[src/rtl/fwq_pkg.sv]
// Shared types for the flash write command qualifier.
// Assumes: pins are active low and grouped as {ce, oe, we}.
package fwq_pkg;

    typedef struct packed {
        logic ce_n;
        logic oe_n;
        logic we_n;
    } ctl_pins_t;

    localparam int CTL_W = $bits(ctl_pins_t);

    // Pessimistic reset image: chip selected, outputs off, write active.
    // A real write-enable high has to travel the synchronizer before it is seen.
    localparam ctl_pins_t CTL_RESET_IMAGE = '{ce_n: 1'b0, oe_n: 1'b1, we_n: 1'b0};

endpackage

[src/rtl/fwq_pin_sync.sv]
// Multi-stage synchronizer for a vector of asynchronous pins.
// Assumes: each bit is independent; the reset value is given by RST_VAL.
module fwq_pin_sync #(
    parameter int           W       = 3,
    parameter int           STAGES  = 2,
    parameter logic [W-1:0] RST_VAL = '0
) (
    input  logic         clk,
    input  logic         rst_n,
    input  logic [W-1:0] din,
    output logic [W-1:0] dout
);

    logic [W-1:0] stg [STAGES];

    for (genvar i = 0; i < STAGES; i++) begin : g_stage
        if (i == 0) begin : g_first
            // First stage captures the raw pins.
            always_ff @(posedge clk) begin
                if (!rst_n) stg[i] <= RST_VAL;
                else        stg[i] <= din;
            end
        end else begin : g_next
            // Later stages shift the value along the chain.
            always_ff @(posedge clk) begin
                if (!rst_n) stg[i] <= RST_VAL;
                else        stg[i] <= stg[i-1];
            end
        end
    end

    assign dout = stg[STAGES-1];

endmodule

[src/rtl/fwq_arm_ctl.sv]
// Arming flag: rising write-enable edges are only eligible once
// write-enable has been observed high outside lockout.
// Assumes: we_s is already synchronized; lockout_i is synchronous.
module fwq_arm_ctl (
    input  logic clk,
    input  logic rst_n,
    input  logic we_s,
    input  logic lockout_i,
    output logic armed
);

    // Clear on reset or lockout, set when write-enable is seen high.
    always_ff @(posedge clk) begin
        if (!rst_n)        armed <= 1'b0;
        else if (lockout_i) armed <= 1'b0;
        else if (we_s)      armed <= 1'b1;
    end

    AST_ARM_AFTER_HIGH: assert property (@(posedge clk) disable iff (!rst_n)
        $rose(armed) |-> $past(we_s));

    AST_ARM_DROPS_IN_LOCKOUT: assert property (@(posedge clk) disable iff (!rst_n)
        lockout_i |=> !armed);

endmodule

[src/rtl/fwq_low_filter.sv]
// Measures the write-condition low period of write-enable and produces
// the registered strobe on a qualified rising edge.
// Assumes: inputs are synchronized; accept_en already folds arm and lockout.
module fwq_low_filter #(
    parameter int MIN_LOW_SAMPLES = 4
) (
    input  logic clk,
    input  logic rst_n,
    input  logic ce_s,
    input  logic oe_s,
    input  logic we_s,
    input  logic clear,
    input  logic accept_en,
    output logic strobe_o
);

    localparam int CW = $clog2(MIN_LOW_SAMPLES + 1);
    localparam logic [CW-1:0] FULL = CW'(MIN_LOW_SAMPLES);

    logic [CW-1:0] low_cnt;
    logic          we_q;
    logic          in_write;
    logic          low_full;
    logic          we_rise;

    assign in_write = !ce_s && oe_s && !we_s;
    assign low_full = (low_cnt == FULL);
    assign we_rise  = we_s && !we_q;

    // Saturating count of consecutive samples in the write condition.
    always_ff @(posedge clk) begin
        if (!rst_n)                low_cnt <= '0;
        else if (clear || !in_write) low_cnt <= '0;
        else if (!low_full)          low_cnt <= low_cnt + 1'b1;
    end

    // Delayed write-enable for edge detection.
    always_ff @(posedge clk) begin
        if (!rst_n) we_q <= 1'b0;
        else        we_q <= we_s;
    end

    // Registered strobe on a rising edge that ends a long enough low period.
    always_ff @(posedge clk) begin
        if (!rst_n) strobe_o <= 1'b0;
        else        strobe_o <= we_rise && low_full && accept_en;
    end

    AST_COUNT_BOUNDED: assert property (@(posedge clk) disable iff (!rst_n)
        low_cnt <= FULL);

    AST_STROBE_NEEDS_FULL: assert property (@(posedge clk) disable iff (!rst_n)
        strobe_o |-> $past(low_cnt) == FULL);

endmodule

[src/rtl/fwq_supply_guard.sv]
// Return-to-read pulse source: once after reset, and once per rising
// edge of the lockout flag.
// Assumes: lockout_i is synchronous to clk.
module fwq_supply_guard (
    input  logic clk,
    input  logic rst_n,
    input  logic lockout_i,
    output logic read_reset_o
);

    logic boot_q;
    logic lock_q;

    // One-shot marker for the first cycle after reset.
    always_ff @(posedge clk) begin
        if (!rst_n) boot_q <= 1'b1;
        else        boot_q <= 1'b0;
    end

    // Previous lockout level; reset high so a held flag gives no extra edge.
    always_ff @(posedge clk) begin
        if (!rst_n) lock_q <= 1'b1;
        else        lock_q <= lockout_i;
    end

    // Registered return-to-read pulse.
    always_ff @(posedge clk) begin
        if (!rst_n) read_reset_o <= 1'b0;
        else        read_reset_o <= boot_q || (lockout_i && !lock_q);
    end

    AST_READ_ON_LOCK_EDGE: assert property (@(posedge clk) disable iff (!rst_n)
        $rose(lockout_i) |=> read_reset_o);

    AST_NO_REPEAT_IN_HOLD: assert property (@(posedge clk) disable iff (!rst_n)
        (lockout_i && $past(lockout_i) && !boot_q) |=> !read_reset_o);

endmodule

[src/rtl/flash_wr_qualifier.sv]
// Top: turns asynchronous flash control pins into a qualified write strobe,
// with glitch rejection, lockout and a post-reset arming guard.
// Assumes: one clock domain; lockout_i arrives already synchronous.
module flash_wr_qualifier #(
    parameter int SYNC_STAGES     = 2,
    parameter int MIN_LOW_SAMPLES = 4
) (
    input  logic clk,
    input  logic rst_n,
    input  logic ce_n,
    input  logic oe_n,
    input  logic we_n,
    input  logic lockout_i,
    output logic wr_strobe_o,
    output logic read_reset_o
);

    import fwq_pkg::*;

    ctl_pins_t pins_raw;
    ctl_pins_t pins_s;
    logic      armed;
    logic      accept_en;

    assign pins_raw = '{ce_n: ce_n, oe_n: oe_n, we_n: we_n};

    fwq_pin_sync #(
        .W      (CTL_W),
        .STAGES (SYNC_STAGES),
        .RST_VAL(CTL_RESET_IMAGE)
    ) u_sync (
        .clk  (clk),
        .rst_n(rst_n),
        .din  (pins_raw),
        .dout (pins_s)
    );

    fwq_arm_ctl u_arm (
        .clk      (clk),
        .rst_n    (rst_n),
        .we_s     (pins_s.we_n),
        .lockout_i(lockout_i),
        .armed    (armed)
    );

    // Lockout overrides everything, including a rise judged in this cycle.
    assign accept_en = armed && !lockout_i;

    fwq_low_filter #(
        .MIN_LOW_SAMPLES(MIN_LOW_SAMPLES)
    ) u_filter (
        .clk      (clk),
        .rst_n    (rst_n),
        .ce_s     (pins_s.ce_n),
        .oe_s     (pins_s.oe_n),
        .we_s     (pins_s.we_n),
        .clear    (lockout_i),
        .accept_en(accept_en),
        .strobe_o (wr_strobe_o)
    );

    fwq_supply_guard u_guard (
        .clk         (clk),
        .rst_n       (rst_n),
        .lockout_i   (lockout_i),
        .read_reset_o(read_reset_o)
    );

    AST_STROBE_ONE_CYCLE: assert property (@(posedge clk) disable iff (!rst_n)
        wr_strobe_o |=> !wr_strobe_o);

    AST_NO_STROBE_IN_LOCKOUT: assert property (@(posedge clk) disable iff (!rst_n)
        wr_strobe_o |-> !$past(lockout_i));

endmodule

[config.mk]
export PLATFORM = sky130hd
export DESIGN_NAME = flash_wr_qualifier
export DESIGN_NICKNAME = d
export VERILOG_FILES = /design/src/rtl/fwq_pkg.sv /design/src/rtl/fwq_pin_sync.sv /design/src/rtl/fwq_arm_ctl.sv /design/src/rtl/fwq_low_filter.sv /design/src/rtl/fwq_supply_guard.sv /design/src/rtl/flash_wr_qualifier.sv
export SDC_FILE = /design/constraint.sdc
export NUM_CORES = 1
export LEC_CHECK = 0
export ABC_AREA = 1
export ABC_CLOCK_PERIOD_IN_PS = 2800
export CORE_AREA = 2 2 39 41
export CTS_BUF_LIST = sky130_fd_sc_hd__clkbuf_4 sky130_fd_sc_hd__clkbuf_8
export CTS_CLUSTER_DIAMETER = 50
export DETAILED_ROUTE_END_ITERATION = 6
export DIE_AREA = 0 0 41 43
export DONT_BUFFER_PORTS = 1
export GPL_TIMING_DRIVEN = 1
export PLACE_DENSITY = 0.65
export SYNTH_ARGS = -nofsm -noshare
export SYNTH_HDL_FRONTEND = slang
export SYNTH_SLANG_ARGS = --single-unit
[constraint.sdc]
create_clock -name clk -period 2.8 [get_ports clk]
set_clock_uncertainty 0.1 [all_clocks]
set_input_delay 0.7 -clock clk [delete_from_list [all_inputs] [get_ports clk]]
set_output_delay 0.7 -clock clk [all_outputs]
set_load 0.05 [all_outputs]
# --- Yosys cells after proc, flatten, opt, wreduce, memory -nomap -nowiden ---
# Memory sizes are Yosys's and may differ from the RTL's.
# Cells that the tools add are included.
op_classes:
  addsub: 1
  mux: 4
  bitwise: 3
  n_reduce_logical: 17
  n_eq_ne: 1
ops:
  columns: ["cell", "n"]
  rows:
  - ["$logic_and 1x1->1", 7]
  - ["$logic_not 1->1", 6]
  - ["$mux 3", 2]
  - ["$reduce_or 2->1", 2]
  - ["$add 3x1->3 const B", 1]
  - ["$eq 3x3->1 const B", 1]
  - ["$logic_or 1x1->1", 2]
  - ["$mux 1", 2]
  - ["$or 1x1->1", 2]
  - ["$not 1->1", 1]
word_totals:
  n_memories: 1
  in_bits: 6
  mem_bits_rw: 6
  output_inout_bits: 2
  ff_bits: 9
memory_table:
  columns: ["memory", "words", "word_bits", "read_ports", "rd_ports_with_merged_regs", "write_ports", "line", "source"]
  rows:
  - ["u_sync.stg", 2, 3, 2, 0, 2, "fwq_pin_sync.sv:14", "logic [W-1:0] stg [STAGES];"]

# --- Depth between registers and ports, before layout ---
logic_depth:
  ltp_word: 6
  ltp_mapped: 7
  mapped_depth_nobuf: 7

# --- Modules after synthesis ---
# A second synthesis with hierarchy kept.
unflattened:
  hier_cells: 73
  area_unflattened_um2: 551.8
by_module_without_submodules:
  columns: ["module", "seq_area_each_um2", "instances", "area_per_inst_um2", "cells_per_inst"]
  rows:
  - ["fwq_low_filter", 100.1, 1, 255.2, 39]
  - ["fwq_pin_sync", 120.1, 1, 165.2, 18]
  - ["fwq_supply_guard", 60.1, 1, 86.3, 9]
  - ["fwq_arm_ctl", 20.0, 1, 35.0, 5]
  - ["flash_wr_qualifier", 0.0, 1, 10.0, 2]

# --- Worst setup path after synthesis ---
# OpenSTA, ideal clock, no wires.
synth_timing:
  kind: "flip-flop to output port"
  from: "register u_guard.read_reset_o"
  to: "output read_reset_o"
  slack_ps: 1413
  stages_incl_launch_ff: 1
  n_path_buf: 0
  arrival_ps: 587
  required_ps: 2000
  cell_sequence: "dfxtp_1"
synth_lines:
  columns: ["element", "line", "source"]
  rows:
  - ["from (decl)", "fwq_supply_guard.sv:8", "output logic read_reset_o"]
  - ["from (signal assigned)", "fwq_supply_guard.sv:29", "else read_reset_o <= boot_q || (lockout_i && !lock_q);"]
  - ["to (decl)", "flash_wr_qualifier.sv:15", "output logic read_reset_o"]
# No word-level cell between the ends.

# --- Worst setup path after layout ---
layout_timing:
  from: "register u_filter.strobe_o"
  to: "output wr_strobe_o"
layout_lines:
  columns: ["element", "line", "source"]
  rows:
  - ["from (decl)", "fwq_low_filter.sv:14", "output logic strobe_o"]
  - ["from (signal assigned)", "fwq_low_filter.sv:46", "else strobe_o <= we_rise && low_full && accept_en;"]
  - ["to (decl)", "flash_wr_qualifier.sv:14", "output logic wr_strobe_o,"]
# No word-level cell between the ends.

==> metrics <==
number of fill cells approximately 160; aggregate routed wire length ~640 um; Core Util, Final 40.78%; routed via count 342; commonest non-fill, non-tap cell in the layout dfxtp_1; Die ar. 1763 um2; Num CTS Buffers 3; Worst Tran Pin Value 0.4744 ns; die width 41 um; layout cells sized above 1 12.50%; CTS Root Cell clkbuf_4; CTS tree built; clock transition at the registers of the reported paths roughly 0.080 ns; DRC marker count from the first detailed-route iteration 7; Yosys cell types 12; most frequent cells in the layout dfxtp_1 (15), nand2_1 (12), inv_1 (11); n_diodes 0; Core ar. between 1000 and 1500 um2; H-tree levels 1; PnR Total Power approximately 0.00037 W; Final #Nets 73; cell accounting for the most synthesized area dfxtp_1; count of input and output buffers 0; Starting Density ~37%; clock period minus final worst setup slack roughly 1.7 ns; drt first pass iters 4; final setup fails 0; fin. max-slew vios 0; Area Overhead vs Synth 9.732%; fmax 588.6 MHz; RSZ-0062 raised after global routing false; Setup WS pre-CTS approximately 1.4 ns; status finished clean; Post-Syn Instances 60; # hold bufs at CTS 0; CTS Sinks 15; setup TNS 0 ns; first-pass GRT wire length 1104 um; vias in the first global route around 310; global route overflow 0; pwr/cell area 661.3 nW/um2; fin crit share 60.68%; # Post-CTS Setup Buffers 0; net count after synthesis 68; routed vias/inst about 4.3; Longest Clk Path Bufs 2; P_leak 0.2820 nW; Mapped Area ~510 um2; critical path class reg2out; critical path startpoint category flop; Global Route Usage Sum roughly a tenth; register area share after synthesis roughly 58%; top cells by area, synth dfxtp_1 (58%), nand2_1 (8.8%), inv_1 (8.0%); HPWL Detailed between 400 and 500 um; GPL Wtd Cong roughly 0.62; pin count of the biggest net entering global routing 9; DRC Markers 0; slack of the critical path 1.101 ns; die height between 40 and 50 um; Wirelength per Cell 7.950 um; Synthesis Warnings 0; Hold Crit Class reg2reg; CP arrival ~0.90 ns; peak supply drop 0.3476 mV; top cell type's share of synthesized area 58.39%; Site Rows 14; Final ANT Viol Nets 0; Relative slew margins slightly below 70%; final hold violations 0; Max Cap Violations 0; register bit total from synthesis 15; Clk Latency, worst-skew pair around 0.28 ns; antenna violations before repair 0; crit-path max FO 1; Avg Cell Area, Syn 8.571 um2; crit end category output port; I/O pins 8; Crit path required time roughly 2 ns; post_cts resized 0
-- stage by stage --
step / instances / hold WS (ns) / instance area (um2)
after floorplan: 60 / 0.2855 / 514.2
after global placement: 76 / 0.2882 / 534.3
after detailed placement: 76 / 0.2970 / 534.3
after CTS: 80 / 0.3160 / 564.3
after global routing: 80 / 0.3386 / 564.3
final: 80 / 0.3142 / 564.3
-- synth_stat cells --
| master | instances |
|---|---|
| dfxtp_1 | 15 |
| nand2_1 | 12 |
| inv_1 | 11 |
| nor2_1 | 9 |
| nand3_1 | 4 |
| ha_1 | 2 |
| or2_1 | 2 |
| inv_2 | 1 |
| nand3_2 | 1 |
| nor2_4 | 1 |
| nor3_1 | 1 |
| or2_2 | 1 |
-- kinds of logic after synthesis --
kind of cell / Yosys count / share of synthesized area [%]
adder cells (fa/ha/maj): 2 / 4.865
buffers and inverters: 12 / 8.759
flip-flops: 15 / 58.39
AND/OR/NAND/NOR: 31 / 27.98
-- metal layers --
metal  global-route usage [%]  vias up  share of wire (%)
met5                        0        -                  0
met2                    15.00       10                 46
met4                    6.000        0                1.4
li1                         -      183                  -
met3                    6.806        2                8.5
met1                    9.333      147                 44
-- registers in the layout, summed over array words and instances, names as in the netlist --
| signal | cells |
|---|---|
| u_sync.stg | 6 |
| u_filter.low_cnt | 3 |
| u_arm.armed | 1 |
| u_filter.strobe_o | 1 |
| u_filter.we_q | 1 |
| u_guard.boot_q | 1 |
| u_guard.lock_q | 1 |
| u_guard.read_reset_o | 1 |
-- final timing paths --
check	from	endpoint	slack (ns)	cells after the start
setup / recovery	u_filter.strobe_o$_SDFF_PN0_	wr_strobe_o	1.10	0
hold / removal	u_sync.stg[0][2]$_SDFF_PN0_	u_sync.stg[1][2]$_SDFF_PN0_	0.31	2
setup reg to reg	u_filter.low_cnt[0]$_SDFFE_PP0P_	u_filter.low_cnt[1]$_SDFFE_PP0P_	1.64	7
hold reg to reg	u_sync.stg[0][2]$_SDFF_PN0_	u_sync.stg[1][2]$_SDFF_PN0_	0.31	2
-- area by class of cell --
cell class	instances	area [um2]	area share (%)
Multi-Input combinational cell	33	168.9	29.93
Clock buffer	4	30.03	5.322
Tap cell	16	20.02	3.548
Inverter	12	45.04	7.982
Sequential cell	15	300.3	53.22
-- power by group --
| group | internal [W] | switching, W | total (W) |
|---|---|---|---|
| combinational | 0.00000675 | 0.00000947 | 0.0000162 |
| clock | 0.0000650 | 0.0000638 | 0.000129 |
| sequential | 0.000222 | 0.00000652 | 0.000228 |
Power figures use the tool's default switching activity.
